`src/rtl/hdlc_rx_pkg.sv`:
```
package hdlc_rx_pkg;
  localparam int unsigned OCTET_W  = 8;
  localparam int unsigned NARROW_W = 16;
  localparam int unsigned WIDE_W   = 32;
  localparam logic [NARROW_W-1:0] NARROW_POLY = 16'h1021;
  localparam logic [NARROW_W-1:0] NARROW_GOOD = 16'h1D0F;
  localparam logic [WIDE_W-1:0]   WIDE_POLY   = 32'h04C11DB7;
  localparam logic [WIDE_W-1:0]   WIDE_GOOD   = 32'hC704DD7B;

  function automatic logic [NARROW_W-1:0] narrow_step(input logic [NARROW_W-1:0] c, input logic b);
    return {c[NARROW_W-2:0], 1'b0} ^ ((c[NARROW_W-1] ^ b) ? NARROW_POLY : '0);
  endfunction

  function automatic logic [WIDE_W-1:0] wide_step(input logic [WIDE_W-1:0] c, input logic b);
    return {c[WIDE_W-2:0], 1'b0} ^ ((c[WIDE_W-1] ^ b) ? WIDE_POLY : '0);
  endfunction
endpackage

```
`src/rtl/hdlc_rx_destuff.sv`:
```
module hdlc_rx_destuff (
  input  logic clk,
  input  logic rst_n,
  input  logic en,
  input  logic din,
  output logic take,
  output logic flag,
  output logic abort_seq
);
  localparam int RUN_W = 3;
  localparam logic [RUN_W-1:0] STUFF_RUN = 3'd5;
  localparam logic [RUN_W-1:0] FLAG_RUN  = 3'd6;
  localparam logic [RUN_W-1:0] RUN_TOP   = 3'd7;

  logic [RUN_W-1:0] ones;

  always_ff @(posedge clk) begin
    if (!rst_n)   ones <= '0;
    else if (en)  ones <= din ? ((ones == RUN_TOP) ? RUN_TOP : ones + 1'b1) : '0;
  end

  // a bit is payload only while the run of ones is shorter than the stuffing limit
  assign take      = en && (ones < STUFF_RUN);
  assign flag      = en && !din && (ones == FLAG_RUN);
  assign abort_seq = en &&  din && (ones == FLAG_RUN);


  stuffed_zero_dropped_chk: assert property (@(posedge clk) disable iff (!rst_n)
    (en && !din && ones == STUFF_RUN) |-> (!take && !flag));
endmodule

```
`src/rtl/hdlc_rx_crc.sv`:
```
module hdlc_rx_crc
  import hdlc_rx_pkg::*;
(
  input  logic                clk,
  input  logic                rst_n,
  input  logic                init,
  input  logic                step,
  input  logic                din,
  output logic [NARROW_W-1:0] c_narrow,
  output logic [WIDE_W-1:0]   c_wide
);
  always_ff @(posedge clk) begin
    if (!rst_n || init) begin
      c_narrow <= '1;
      c_wide   <= '1;
    end else if (step) begin
      c_narrow <= narrow_step(c_narrow, din);
      c_wide   <= wide_step(c_wide, din);
    end
  end
endmodule

```
`src/rtl/hdlc_rx_satcnt.sv`:
```
module hdlc_rx_satcnt #(
  parameter int W = 16
) (
  input  logic         clk,
  input  logic         rst_n,
  input  logic         clr,
  input  logic         inc,
  output logic [W-1:0] cnt
);
  localparam logic [W-1:0] TOP = '1;

  always_ff @(posedge clk) begin
    if (!rst_n || clr)          cnt <= '0;
    else if (inc && cnt != TOP) cnt <= cnt + 1'b1;
  end


  sat_hold_chk: assert property (@(posedge clk) disable iff (!rst_n)
    (!clr && cnt == TOP) |=> (cnt == TOP));

  step_by_one_chk: assert property (@(posedge clk) disable iff (!rst_n)
    !clr |=> (cnt == $past(cnt) || cnt == $past(cnt) + 1'b1));

  clear_wins_chk: assert property (@(posedge clk) disable iff (!rst_n)
    clr |=> (cnt == '0));
endmodule

```
`src/rtl/hdlc_rx_deframer.sv`:
```
module hdlc_rx_deframer
  import hdlc_rx_pkg::*;
#(
  parameter int CNT_W = 16
) (
  input  logic             clk,
  input  logic             rst_n,
  input  logic             rx_en,
  input  logic             rx_bit,
  input  logic [1:0]       crc_sel,
  input  logic             cnt_clr,
  output logic             out_valid,
  output logic [7:0]       out_data,
  output logic             out_first,
  output logic             eof_valid,
  output logic             eof_abort,
  output logic             eof_nonoct,
  output logic             eof_crcerr,
  output logic [3:0]       eof_lastbits,
  output logic [CNT_W-1:0] abort_cnt,
  output logic [CNT_W-1:0] crcerr_cnt
);
  // payload bits accepted before a closing flag is recognised (its 0 and five 1s)
  localparam int HOLD   = 6;
  localparam int HC_W   = $clog2(HOLD + 1);
  localparam int BC_W   = $clog2(OCTET_W);
  localparam int NB_W   = 3;
  localparam logic [NB_W-1:0] MIN_NARROW = NB_W'(NARROW_W / OCTET_W + 1);
  localparam logic [NB_W-1:0] MIN_WIDE   = NB_W'(WIDE_W / OCTET_W + 1);
  localparam logic [NB_W-1:0] NB_TOP     = '1;

  logic take, flag, abort_seq;
  logic in_frame, started, first_pend;
  logic [HOLD-1:0]    hold_q;
  logic [HC_W-1:0]    hold_n;
  logic [OCTET_W-1:0] pack_q;
  logic [BC_W-1:0]    bit_n;
  logic [NB_W-1:0]    oct_n;
  logic [NARROW_W-1:0] c_narrow;
  logic [WIDE_W-1:0]   c_wide;

  hdlc_rx_destuff u_destuff (
    .clk(clk), .rst_n(rst_n), .en(rx_en), .din(rx_bit),
    .take(take), .flag(flag), .abort_seq(abort_seq)
  );

  wire accept   = take && in_frame;
  wire release_ = accept && (hold_n == HC_W'(HOLD));
  wire rel_bit  = hold_q[0];
  wire oct_done = release_ && (bit_n == BC_W'(OCTET_W - 1));

  hdlc_rx_crc u_crc (
    .clk(clk), .rst_n(rst_n), .init(flag || abort_seq), .step(release_), .din(rel_bit),
    .c_narrow(c_narrow), .c_wide(c_wide)
  );

  wire use_wide  = (crc_sel == 2'b10);
  wire long_enuf = oct_n >= (use_wide ? MIN_WIDE : MIN_NARROW);
  wire partial   = (bit_n != '0);
  wire crc_bad   = use_wide ? (c_wide != WIDE_GOOD) : (c_narrow != NARROW_GOOD);
  wire close_rep = flag && in_frame && started && long_enuf;
  wire abort_rep = abort_seq && in_frame && started;
  wire crc_fail  = close_rep && !partial && crc_bad;

  // frame tracking and octet assembly
  always_ff @(posedge clk) begin
    if (!rst_n) begin
      in_frame <= 1'b0;  started <= 1'b0;  first_pend <= 1'b0;
      hold_q <= '0;  hold_n <= '0;  pack_q <= '0;  bit_n <= '0;  oct_n <= '0;
    end else if (flag || abort_seq) begin
      in_frame   <= flag;
      started    <= 1'b0;
      first_pend <= 1'b1;
      hold_n     <= '0;
      bit_n      <= '0;
      oct_n      <= '0;
    end else if (accept) begin
      hold_q <= {rx_bit, hold_q[HOLD-1:1]};
      if (!release_) hold_n <= hold_n + 1'b1;
      if (release_) begin
        pack_q  <= {rel_bit, pack_q[OCTET_W-1:1]};
        bit_n   <= bit_n + 1'b1;
        started <= 1'b1;
      end
      if (oct_done) begin
        first_pend <= 1'b0;
        if (oct_n != NB_TOP) oct_n <= oct_n + 1'b1;
      end
    end
  end

  // registered outputs
  always_ff @(posedge clk) begin
    if (!rst_n) begin
      out_valid <= 1'b0;  out_data <= '0;  out_first <= 1'b0;
      eof_valid <= 1'b0;  eof_abort <= 1'b0;  eof_nonoct <= 1'b0;
      eof_crcerr <= 1'b0; eof_lastbits <= '0;
    end else begin
      out_valid    <= oct_done || (close_rep && partial);
      out_data     <= oct_done ? {rel_bit, pack_q[OCTET_W-1:1]}
                               : (pack_q >> (4'(OCTET_W) - {1'b0, bit_n}));
      out_first    <= first_pend;
      eof_valid    <= close_rep || abort_rep;
      eof_abort    <= abort_rep;
      eof_nonoct   <= close_rep && partial;
      eof_crcerr   <= crc_fail;
      eof_lastbits <= abort_rep ? 4'd0 : (partial ? {1'b0, bit_n} : 4'(OCTET_W));
    end
  end

  hdlc_rx_satcnt #(.W(CNT_W)) u_abort_cnt (
    .clk(clk), .rst_n(rst_n), .clr(cnt_clr), .inc(abort_rep), .cnt(abort_cnt)
  );
  hdlc_rx_satcnt #(.W(CNT_W)) u_crc_cnt (
    .clk(clk), .rst_n(rst_n), .clr(cnt_clr), .inc(crc_fail), .cnt(crcerr_cnt)
  );


  partial_only_at_end_chk: assert property (@(posedge clk) disable iff (!rst_n)
    (out_valid && eof_valid) |-> eof_nonoct);

  abort_masks_checks_chk: assert property (@(posedge clk) disable iff (!rst_n)
    (eof_valid && eof_abort) |-> (!eof_nonoct && !eof_crcerr && eof_lastbits == 4'd0));

  lastbits_range_chk: assert property (@(posedge clk) disable iff (!rst_n)
    (eof_valid && !eof_abort) |-> (eof_lastbits != 4'd0 && eof_lastbits <= 4'd8));

  octet_needs_enable_chk: assert property (@(posedge clk) disable iff (!rst_n)
    (out_valid || eof_valid) |-> $past(rx_en));

  abort_count_moves_chk: assert property (@(posedge clk) disable iff (!rst_n)
    (eof_valid && eof_abort && !$past(cnt_clr) && $past(abort_cnt) != '1) |-> (abort_cnt == $past(abort_cnt) + 1'b1));
endmodule

```
`config.mk`:
```
export PLATFORM = sky130hd
export DESIGN_NAME = hdlc_rx_deframer
export DESIGN_NICKNAME = d
export VERILOG_FILES = /design/src/rtl/hdlc_rx_pkg.sv /design/src/rtl/hdlc_rx_destuff.sv /design/src/rtl/hdlc_rx_crc.sv /design/src/rtl/hdlc_rx_satcnt.sv /design/src/rtl/hdlc_rx_deframer.sv
export SDC_FILE = /design/constraint.sdc
export NUM_CORES = 1
export LEC_CHECK = 0
export ABC_CLOCK_PERIOD_IN_PS = 2500
export BUFFER_PORTS_ARGS = -buffer_cell sky130_fd_sc_hd__buf_2
export CAP_MARGIN = 30
export CORE_AREA = 2 2 120 122
export DETAILED_ROUTE_END_ITERATION = 8
export DIE_AREA = 0 0 122 124
export GPL_ROUTABILITY_DRIVEN = 0
export SLEW_MARGIN = 20
export SYNTH_ARGS = -nofsm -noshare
export SYNTH_HDL_FRONTEND = slang
export SYNTH_HIERARCHICAL = 1
export SYNTH_SLANG_ARGS = --single-unit
```
`constraint.sdc`:
```
create_clock -name clk -period 2.5 [get_ports clk]
set_input_delay 0.125 -clock clk [delete_from_list [all_inputs] [get_ports clk]]
set_output_delay 0.125 -clock clk [all_outputs]
set_load 0.02 [all_outputs]
```
After elaboration in Yosys (flattened, before gate mapping)
Index checks and enable logic that the tools add are counted.
{"block": "op_classes", "add_sub_neg": 7, "order_cmp": 2, "n_eq_ne": 10, "shift": 1, "muxes": 11, "bitwise_logic": 8, "n_reduce_logical": 38}
{"operator": "16-bit by 1-bit adder with 16-bit output (second input constant)", "n": 2}
{"operator": "16-bit != test (second input constant)", "n": 2}
{"operator": "32-bit != test (second input constant)", "n": 1}
{"operator": "32-bit bitwise XOR", "n": 1}
{"operator": "27-bit two-way mux", "n": 1}
{"operator": "1-bit logical AND", "n": 18}
{"operator": "16-bit by 13-bit != test with 1-bit output (second input constant)", "n": 1}
{"operator": "16-bit bitwise XOR", "n": 1}
{"operator": "13-bit two-way mux", "n": 1}
{"operator": "3-bit by 1-bit adder with 3-bit output (second input constant)", "n": 4}
{"operator": "3-bit == test (second input constant)", "n": 4}
{"operator": "3-bit two-way mux", "n": 3}
{"operator": "8-bit two-way mux", "n": 1}
{"operator": "2-bit AND reduction", "n": 4}
{"operator": "8-bit by 4-bit right shift with 8-bit output", "n": 1}
{"operator": "3-bit AND reduction", "n": 2}
{"operator": "1-bit logical OR", "n": 5}
{"operator": "1-bit two-way mux", "n": 4}
{"operator": "4-bit two-way mux", "n": 1}
{"operator": "1-bit inverter", "n": 4}
{"operator": "2-bit nonzero test", "n": 2}
{"operator": "2-bit OR reduction", "n": 2}
{"operator": "4-bit by 3-bit subtractor with 4-bit output (first input constant)", "n": 1}
{"operator": "3-bit greater-or-equal comparator", "n": 1}
{"operator": "other kinds (7)", "n": 10}
{"block": "word_totals", "ff_bits": 127, "in_bits": 7, "word_cells": 99}

Longest topological paths before layout
{"block": "logic_depth", "word_depth": 9, "ltp_mapped": 12}

Cells and area by module
The synthesis kept the hierarchy.
{"module": "hdlc_rx_crc", "instances": 1, "cells_each": 177, "area_per_inst_um2": 2125.8}
{"module": "hdlc_rx_deframer", "instances": 1, "cells_each": 213, "area_per_inst_um2": 2095.8}
{"module": "hdlc_rx_satcnt", "instances": 2, "cells_each": 94, "area_per_inst_um2": 862.1}
{"module": "hdlc_rx_destuff", "instances": 1, "cells_each": 21, "area_per_inst_um2": 186.4}

Worst setup path before layout
OpenSTA, ideal clock, no wires.
{"block": "synth_path", "path_kind": "register -> register", "start": "register u_destuff.ones[0]", "end": "register u_crc_cnt.cnt[7]", "setup_ps": 71, "arrival_time_ps": 2370, "required_time_ps": 2429, "slack_ps": 60, "stages_incl_launch_ff": 13, "path_buffers": 0, "period_less_slack_ps": 2440, "path_cell_list": "dfxtp_1 inv_1 ha_1 nand3_1 nor2_1 nand3_1 a21oi_1 nand2_1 nor3_1 and3_2 nand3_1 or4_1 a21oi_1"}
{"block": "synth_via", "elab_chain_len": 8}
{"item": "start: declaration", "line_no": "hdlc_rx_destuff.sv:15", "source": "logic [RUN_W-1:0] ones;"}
{"item": "start signal: assignment", "line_no": "hdlc_rx_destuff.sv:19", "source": "else if (en) ones <= din ? ((ones == RUN_TOP) ? RUN_TOP : ones + 1'b1) : '0;"}
{"item": "3-bit == test", "line_no": "hdlc_rx_destuff.sv:24", "source": "assign flag = en && !din && (ones == FLAG_RUN);"}
{"item": "1-bit logical AND", "line_no": "hdlc_rx_destuff.sv:24"}
{"item": "via flag", "line_no": "hdlc_rx_deframer.sv:32", "source": "logic take, flag, abort_seq;"}
{"item": "1-bit logical AND (3 in a row)", "line_no": "hdlc_rx_deframer.sv:61", "source": "wire close_rep = flag && in_frame && started && long_enuf;"}
{"item": "1-bit logical AND (2 in a row)", "line_no": "hdlc_rx_deframer.sv:63", "source": "wire crc_fail = close_rep && !partial && crc_bad;"}
{"item": "via crc_fail", "line_no": "hdlc_rx_deframer.sv:63"}
{"item": "1-bit logical AND", "line_no": "hdlc_rx_satcnt.sv:14", "source": "else if (inc && cnt != TOP) cnt <= cnt + 1'b1;"}
{"item": "end signal: assignment", "line_no": "hdlc_rx_satcnt.sv:14"}
{"item": "end: declaration", "line_no": "hdlc_rx_satcnt.sv:8", "source": "output logic [W-1:0] cnt"}
The timed path passes the listed nets, and every way through them passes these cells.
A chain may end at the register's enable or synchronous reset.

Final worst setup path
{"block": "layout_path", "start": "register u_destuff.ones[1]", "end": "register u_crc_cnt.cnt[13]"}
Same word-level chain as after synthesis.

==> impl_summary.md <==
Status
The run finished with clean final reports.

Pwr
Power spread over the standard cell area amounts to 602.7 mW/mm². The sequential power share is 0.454. The worst vdd rail ir drop is 411.6 µV.

The share of total power dissipated in the clock network is 0.528. The cell-internal power is around 0.0036 W. Of the total power, the share spent switching nets is 0.2023. The part of the total power dissipated in combinational logic is 0.018. The reported leakage power is roughly 3.0 nW.

Summed over all nets, the switching power comes to 0.0009045 W.

Timing
The final total negative setup slack is 0 ns. Setup violations remaining at the end of the flow were counted as 0. Setup repair after global routing could not meet its margin everywhere. The maximum clock frequency is 415.1 MHz.

After layout, the minimum clock period comes to 2.409 ns. The number of hold violations in the final report is 0. Headroom to the max-slew limit came out at 0.5083. The final max-slew violation count came to 0.

The worst slack on hold paths is ~0.072 ns. At the pin with the least slew margin, the transition time is 0.7361 ns. Dividing the final minimum period by the clock period gives 0.9637.

The setup skew after layout is 0.006508 ns.

Yosys
sky130_fd_sc_hd__dfxtp_1 takes more of the synthesized area than any other cell. By area the synthesized netlist is led by sky130_fd_sc_hd__dfxtp_1 41%, sky130_fd_sc_hd__mux2i_1 8.7%, sky130_fd_sc_hd__nand2_1 4.2%, sky130_fd_sc_hd__xnor3_1 3.7%, sky130_fd_sc_hd__ha_1 2.9%. The portion of the post-synthesis area used by sequential elements is 0.4146. The number of nets produced by synthesis is 620.

Of all flip-flops after synthesis, the portion carrying an async set or reset was 0. The average instance in the mapped netlist occupies 10.24 µm². Counting every instance in the synthesized netlist gives 599. The share of synthesized area in the top cell type comes to 0.4146. Summing every instance area after synthesis gives roughly 0.006 mm². The number of warnings reported in the yosys synthesis log is 6. The number of enable-type register cells in the synthesized netlist is 0. In the synthesized netlist the dominant register cell turns out to be sky130_fd_sc_hd__dfxtp_1. Counting distinct cell types in the post-synthesis netlist gives 62. The post-synthesis sequential element count is 127.

Final layout
The number of antenna diodes is 0. The relative area change from synthesis to final layout is 20.95%. The finished layout holds 871 standard cells, fillers aside.

The number of nets in the finished design is 699. In the final layout, the share of cells above drive strength 1 is 0.2504.

Floorplanning
For this configuration, the core starts out at a cell density of 0.4470. The floorplan step defined a die boundary enclosing 0.01513 mm². The number of rows in the core area is 43. The standard cell core area is 0.01372 mm².

Measured along the y axis, the die boundary spans 124 µm. The die is 122 µm wide. The number of top-level pins is 57.

Route
The remaining number of nets flagged by the antenna check after routing is 0. The detailed-routing iteration count for the pre-antenna-repair pass is 4. The count of routing violations after the opening detailed-route iteration is 345. The total wire length is ~13 mm. Dividing the detail-routed via count by the number of cells gives 5.467. The count of vias placed by the detailed router is 4762.

Dividing the detail-routed wire length by the instance count gives 15.03 µm. The residual DRC count is 0.

Clock network
The clock transition time at the flip-flop clock pins of the worst setup and hold paths is 0.05 ns. Clock tree synthesis inserted a total of 17 buffers. The cell at the root of the clock tree is sky130_fd_sc_hd__clkbuf_16. The maximum count of clock buffers along a single path is 2. The CTS sink count is 127. TritonCTS built the clock tree.

Clock latency on the worst-skew pair, taken at its later pin, is 0.41 ns. The CTS H-tree depth is 4.

Global route
The pin count of the biggest net entering global routing is 49. The fraction of met2 tracks used by global routing is 0.2790. The first global-routing pass estimated 21.16 mm of wire.

The busiest layer in global routing is met2. Across every metal layer, demand over resource in global routing totals 0.1784. The number of antenna violations at the first check in global routing came to 0. The met1 demand-to-capacity share in global routing is 0.2350. The number of global-route vias before repair came to 4348. The global routing met3 resource utilization is 0.04579. The total overflow left after global routing is 0.

Critical path
STA classifies the critical path endpoint as a register. STA classifies the critical path startpoint as a register. For the worst setup path, the data required time is 2.84 ns.

The critical path is of the reg -> reg type. The worst path arrival time is 2.75 ns. The maximum fanout along the worst path is 4.

Job
The max-capacitance violation count is 0.

Placed design
The HPWL after detailed placement is 8.876 mm. The number of buffer cells added on primary ports is 56. The instance count after placement with tap cells included is 836.

Worst hold path
The type of the tightest min-delay check is in -> reg.
-- cells in the final DEF, fill, tap and decap left out, types with 7 or more instances in the layout --
cell | synthesis | final
sky130_fd_sc_hd__nand2b_1 | 21 | 21
sky130_fd_sc_hd__mux2i_1 | 53 | 53
sky130_fd_sc_hd__o211ai_1 | 9 | 9
sky130_fd_sc_hd__nand3_1 | 16 | 14
sky130_fd_sc_hd__a31oi_1 | 8 | 8
sky130_fd_sc_hd__nor2b_1 | 19 | 18
sky130_fd_sc_hd__and4_1 | 9 | 9
sky130_fd_sc_hd__a21oi_1 | 22 | 18
sky130_fd_sc_hd__o21ai_1 | 7 | 7
sky130_fd_sc_hd__o211ai_2 | 8 | 8
sky130_fd_sc_hd__nand2_1 | 68 | 67
sky130_fd_sc_hd__clkbuf_16 | 0 | 17
sky130_fd_sc_hd__buf_4 | 2 | 30
sky130_fd_sc_hd__dfxtp_1 | 127 | 126
sky130_fd_sc_hd__o21ai_0 | 14 | 14
sky130_fd_sc_hd__inv_1 | 13 | 12
sky130_fd_sc_hd__ha_1 | 14 | 13
sky130_fd_sc_hd__and2_1 | 13 | 13
sky130_fd_sc_hd__xnor3_1 | 10 | 10
sky130_fd_sc_hd__buf_2 | 12 | 56
sky130_fd_sc_hd__nor2_1 | 18 | 17
-- power groups by stage --
stage,sequential (W),clock (W),combinational [W]
2_1_floorplan,0.00207,0,0.0000454
3_3_place_gp,0.00207,0,0.0000738
3_5_place_dp,0.00207,0,0.0000752
4_1_cts,0.00203,0.00241,0.0000758
5_1_grt,0.00203,0.00251,0.0000867
6_report,0.00203,0.00236,0.0000792
-- metal layers --
metal,vias to the layer above,part of all wire
met1,2279,0.48
met4,0,0.015
met3,18,0.044
met5,-,0
met2,95,0.46
li1,2370,-
-- cell usage after synthesis, drive strengths merged, types with 3 or more instances --
library cell / count
dfxtp: 127
nand2: 68
mux2i: 53
a21oi: 22
nand2b: 21
o21ai: 21
nor2b: 19
buf: 18
nor2: 18
o211ai: 17
nand3: 16
xnor3: 15
and2: 14
ha: 14
inv: 14
nand4: 14
and4: 11
clkbuf: 9
o31ai: 9
or4: 9
a31oi: 8
o41ai: 8
nor3: 7
o311ai: 6
nor4b: 5
or3: 5
and3: 4
mux4: 4
nand4b: 4
nor4: 4
o31a: 4
xnor2: 4
a211oi: 3
o21a: 3
-- final timing paths --
kind,depth (start not counted),endpoint,startpoint,slack [ns]
hold / removal,3,u_destuff/ones[2],rx_bit,0.07
setup reg to reg,11,u_crc_cnt/cnt[13],u_destuff/ones[1],0.09
hold reg to reg,2,first_pend,first_pend,0.47
setup / recovery,11,u_crc_cnt/cnt[13],u_destuff/ones[1],0.09
-- state kept, by name, indices dropped and copies added, names as in the netlist, 4 cells and up --
register / cells
eof_lastbits: 4
hold_q: 6
out_data: 8
pack_q: 8
u_abort_cnt/cnt: 16
u_crc/c_narrow: 16
u_crc/c_wide: 32
u_crc_cnt/cnt: 16
-- cell families after synthesis --
logic type / Yosys count / share of synthesized area
mux: 57 / 0.1012
xor+xnor: 21 / 0.06672
simple gates: 227 / 0.2228
compound gates: 111 / 0.1318
fa+ha+maj: 14 / 0.02857
buf+inv: 42 / 0.03428
flops: 127 / 0.4146
-- worst max-delay path, stage by stage, from the launching register on --
cell and delay [ns]:
sky130_fd_sc_hd__dfxtp_1 0.38, sky130_fd_sc_hd__ha_4 0.16, sky130_fd_sc_hd__nand3_4 0.07, sky130_fd_sc_hd__nor2_4 0.13, sky130_fd_sc_hd__nand3_2 0.09, sky130_fd_sc_hd__a21oi_2 0.15, sky130_fd_sc_hd__nand2_2 0.09, sky130_fd_sc_hd__nor3_4 0.24
sky130_fd_sc_hd__and3_4 0.26, sky130_fd_sc_hd__nand4_4 0.11, sky130_fd_sc_hd__or4_4 0.51, sky130_fd_sc_hd__a21oi_2 0.15
-- metrics by stage --
stage	setup WS (ns)	total power [W]	cell area, µm²	utilization
6_report	0.09078	0.004471	7417	0.5406
5_1_grt	-0.06824	0.004629	7417	0.5406
4_1_cts	0.03263	0.004512	7297	0.5319
3_5_place_dp	-0.1816	0.002147	6714	0.4894
3_3_place_gp	-0.1048	0.002146	6714	0.4894
2_1_floorplan	0.05983	0.002119	6132	-
-- repair_timing --
item                       CTS  global route
resized for setup            4            22
pin swaps                    0            12
hold buffers                 0             0
buffers inserted             0             3
setup endpoints to repair   10            12
-- final cells by class --
type                       instances  area (µm²)
clock buffer                      25       475.5
sequential                       127        2544
inverter                          15       56.30
fill                            1208        6302
timing repair buffer              87       525.5
clock inverter                     7       85.08
multi-input combinational        430        3506
tap                              180       225.2
No activity file was read; power rests on OpenSTA's default activity.
